File: config.mk
export PLATFORM = sky130hd
export DESIGN_NAME = tmr_channel
export DESIGN_NICKNAME = d
export VERILOG_FILES = /design/src/rtl/tmr_channel.sv
export SDC_FILE = /design/constraint.sdc
export NUM_CORES = 1
export LEC_CHECK = 0
export BUFFER_PORTS_ARGS = -buffer_cell sky130_fd_sc_hd__buf_2
export CAP_MARGIN = 20
export CORE_UTILIZATION = 45
export CTS_BUF_LIST = sky130_fd_sc_hd__clkbuf_8
export CTS_CLUSTER_DIAMETER = 60
export DETAILED_ROUTE_END_ITERATION = 8
export PLACE_DENSITY = 0.74
export SYNTH_ARGS = -nofsm -noshare
export SYNTH_HDL_FRONTEND = slang
export SYNTH_SLANG_ARGS = --single-unit
File: constraint.sdc
create_clock -name clk -period 2.7 [get_ports clk]
set_clock_uncertainty 0.15 [all_clocks]
set_input_delay 0.405 -clock clk [delete_from_list [all_inputs] [get_ports clk]]
set_output_delay 0.405 -clock clk [all_outputs]
set_load 0.03 [all_outputs]
File: src/rtl/tmr_channel.sv
module tmr_channel #(
  parameter int W = 32
) (
  input  logic         clk,
  input  logic         rst_n,
  input  logic         tick,
  input  logic         wr_count,
  input  logic         wr_reload,
  input  logic         wr_ctrl,
  input  logic [W-1:0] wdata,
  output logic [W-1:0] count_q,
  output logic [W-1:0] reload_q,
  output logic [W-1:0] ctrl_q,
  output logic         irq
);
  logic [W-1:0] cnt, rld;
  logic en, rs, ie, pd, irq_q;

  wire wr_any = wr_count | wr_reload | wr_ctrl;
  wire load   = wr_ctrl & wdata[2];
  wire step   = tick & en & ~wr_any;
  wire expire = step & (cnt == '0);

  always_ff @(posedge clk or negedge rst_n) begin
    if (!rst_n) begin
      cnt   <= '0;
      rld   <= '0;
      en    <= 1'b0;
      rs    <= 1'b0;
      ie    <= 1'b0;
      pd    <= 1'b0;
      irq_q <= 1'b0;
    end else begin
      irq_q <= expire & ie;
      if (wr_reload) rld <= wdata;
      if (wr_ctrl) begin
        en <= wdata[0];
        rs <= wdata[1];
        ie <= wdata[3];
        if (wdata[4]) pd <= 1'b0;
      end
      if (load)          cnt <= rld;
      else if (wr_count) cnt <= wdata;
      else if (expire) begin
        if (ie) pd <= 1'b1;
        if (rs) cnt <= rld;
        else begin
          cnt <= '1;
          en  <= 1'b0;
        end
      end else if (step) cnt <= cnt - 1'b1;
    end
  end

  assign count_q  = cnt;
  assign reload_q = rld;
  assign ctrl_q   = W'({pd, ie, 1'b0, rs, en});
  assign irq      = irq_q;
endmodule

==> results by group <==
Run
  – Max-Cap Viols: 0

Logic synthesis
  – Synth warn: 0
  – Ys flop type: dfrtp_1
  – Seq/Total Area, Yosys: 0.386
  – Ys async rst share: 1.00
  – Avg Cell Area, Syn: 9.29 um2
  – FF+latch count, synth: 69
  – EDFF count, synth: 0
  – Syn Inst Count: 482
  – Yosys cell types: 66
  – Cell Area, Synth: 0.00448 mm2

Final layout
  – Most common cell after layout, fill and taps aside: buf_2
  – Most frequent cells in the layout: 106 x buf_2, 68 x dfrtp_1, 45 x nand2_1, 40 x buf_4, 35 x mux2_2
  – Area Overhead vs Synth: 21.1%
  – Nets@finish: 643
  – Final cell count without fillers: 742
  – Fillers: 908
  – Diodes inserted: 0
  – Layout cells sized above 1: 0.355

Global route
  – Initial antenna violation count: 0
  – First-pass GRT wire length: 22.1 mm
  – Largest net degree at the start of global routing: 33
  – Vias in the first global route: 4174
  – Grt ovf: 0
  – GRT Total Usage: 0.282

Clocking
  – H-tree levels: 3
  – Worst-skew pair later-pin latency: 0.36 ns
  – Postcts setup bufs: 0
  – CTS tree: yes
  – Clock Pin Slew Worst Setup and Hold Paths: 0.08 ns
  – CTS sink count: 69
  – Clk buf depth: 2
  – Num CTS Buffers: 9
  – CTS root buffer: clkbuf_8

STA
  – Worst Max-Slew Pin Slew: 0.844 ns
  – Sum Neg Setup Slack: 0 ns
  – Fin crit share: 0.942
  – Min Clock Period, post-route: 2.54 ns
  – Final setup violation count: 0
  – Worst slew margin: 0.437
  – Fin. Hold Viols: 0
  – Fin. max-slew vios: 0
  – Fmax: 393 MHz
  – PnR worst setup slack: 0.156 ns

Run status
  – Status: complete, no violations

Routing
  – Detailed Route WL: 13.9 mm
  – Detailed router's first-iteration violation count: 330
  – First-pass DRT Iterations: 7
  – ANT nets after route: 0
  – Residual DRC: 0
  – Vias/cell: 5.96
  – DR WL/cell: 18.8 um
  – Vias: 4423

Place
  – Setup slack at placement: 0.0408 ns
  – Port Buffers: 106
  – Placed cell count: 725
  – Final HPWL DP: 10.2 mm
  – Placer Congestion: 0.938

Setup path
  – Critical path capture point type: flop
  – Data arrival, critical path: 2.64 ns
  – Max FO, Critical Path: 6
  – Worst path required time: 2.80 ns
  – Slowest stage delay, CP: 0.55 ns
  – Critical Path Start Type: flop
  – Highest-delay cell along the critical path: or4b_4
  – R2R Setup Slk: 0.16 ns
  – CP cell instances: inv_1 > ha_2 > or4b_4 > nor2_2 > nand4_1 > or4b_1 > o311a_1
  – CP Class: reg -> reg

Floorplanning
  – Die extent in x: 102 um
  – Initial core utilization: 0.460
  – Die Area: 0.0104 mm2
  – Core area: 0.00973 mm2
  – # IOs: 135
  – Die Y: 102 um
  – Row cnt: 36

Power
  – Leakage: 0.00239 uW
  – Power Total: 3110 uW
  – Peak supply drop: 271 uV
  – P per Cell Area: 574 mW/mm2

Hold path
  – HP Class: in -> reg
-- repair_timing --
item	CTS	global route
endpoints found under the hold margin	19	0
hold buffers	1	0
resized for setup	1	5
pin swaps	0	1
endpoints found under the setup margin	1	22
-- routing by layer --
metal | vias up | track usage | wire length (um)
li1 | 2004 | - | -
met1 | 2098 | 0.375 | 5790
met2 | 280 | 0.437 | 6470
met3 | 41 | 0.0621 | 1270
met4 | 0 | 0.135 | 388
met5 | - | 0 | 0
-- final cells by class --
class | instances | area (um2) | share of cell area
tap | 133 | 166 | 0.0307
sequential | 69 | 1730 | 0.319
timing repair buffer | 148 | 861 | 0.159
clock inverter | 6 | 38.8 | 0.00715
inverter | 7 | 26.3 | 0.00485
multi-input combinational | 369 | 2460 | 0.455
clock buffer | 10 | 138 | 0.0254
-- worst paths after layout --
check                      startpoint      endpoint  cells after the start
setup / recovery           count_q[0]   count_q[17]                      7
hold / removal               wdata[7]   reload_q[7]                      2
setup reg to reg           count_q[0]   count_q[17]                      7
hold reg to reg                    pd            pd                      1
max in group asynchronous       rst_n    count_q[0]                      3
min in group asynchronous       rst_n  reload_q[29]                      2
-- synth_stat cells (6+ instances only) --
cell,number,area share
a21oi_1,21,0.023
a2bb2oi_1,6,0.012
a31oi_1,11,0.015
buf_4,32,0.054
clkbuf_1,26,0.022
dfrtp_1,69,0.39
inv_1,6,0.0050
mux2_2,35,0.088
nand2_1,45,0.038
nand3_1,12,0.013
nand4_1,7,0.0098
nor2_1,29,0.024
nor3_1,18,0.020
nor4_1,13,0.018
o21ai_0,30,0.034
o311ai_0,6,0.012
o31ai_1,7,0.012
or4_1,8,0.013
xnor2_1,7,0.014
-- where the power goes --
part | switching, uW | total [uW] | internal, uW
combinational | 650 | 999 | 350
sequential | 186 | 1340 | 1160
clock | 415 | 769 | 354
-- per-stage QoR --
stage / utilization / hold WS [ns] / instance area, um2
floorplan: - / -0.0406 / 4580
global placement: 0.536 / 0.250 / 5220
detailed placement: 0.536 / 0.253 / 5220
CTS: 0.555 / 0.123 / 5400
global route: 0.557 / 0.135 / 5420
finish: 0.557 / 0.135 / 5420
-- cells by family after synthesis --
family | count (synthesis) | synth area share
AO/OA/AOI/OAI | 123 | 0.186
XOR/XNOR | 12 | 0.0235
adder cells (fa/ha/maj) | 1 | 0.00279
buffers and inverters | 71 | 0.0922
flip-flops | 69 | 0.386
multiplexers | 40 | 0.0992
other | 1 | 0.000837
AND/OR/NAND/NOR | 165 | 0.210
-- worst max-delay path, delay by kind of cell, from the launching register on --
kind | cells | cell delay [ns]
simple gates | 4 | 1.37
flops | 1 | 0.45
fa+ha+maj | 1 | 0.24
compound gates | 1 | 0.14
buf+inv | 1 | 0.08
-- flip-flops by register name (all words and copies together) (netlist names) --
| name | flops |
|---|---|
| ie | 1 |
| pd | 1 |
| reload_q | 32 |
| rs | 1 |
| irq | 1 |
| en | 1 |
| count_q | 32 |
No activity file was read; power rests on OpenSTA's default activity.
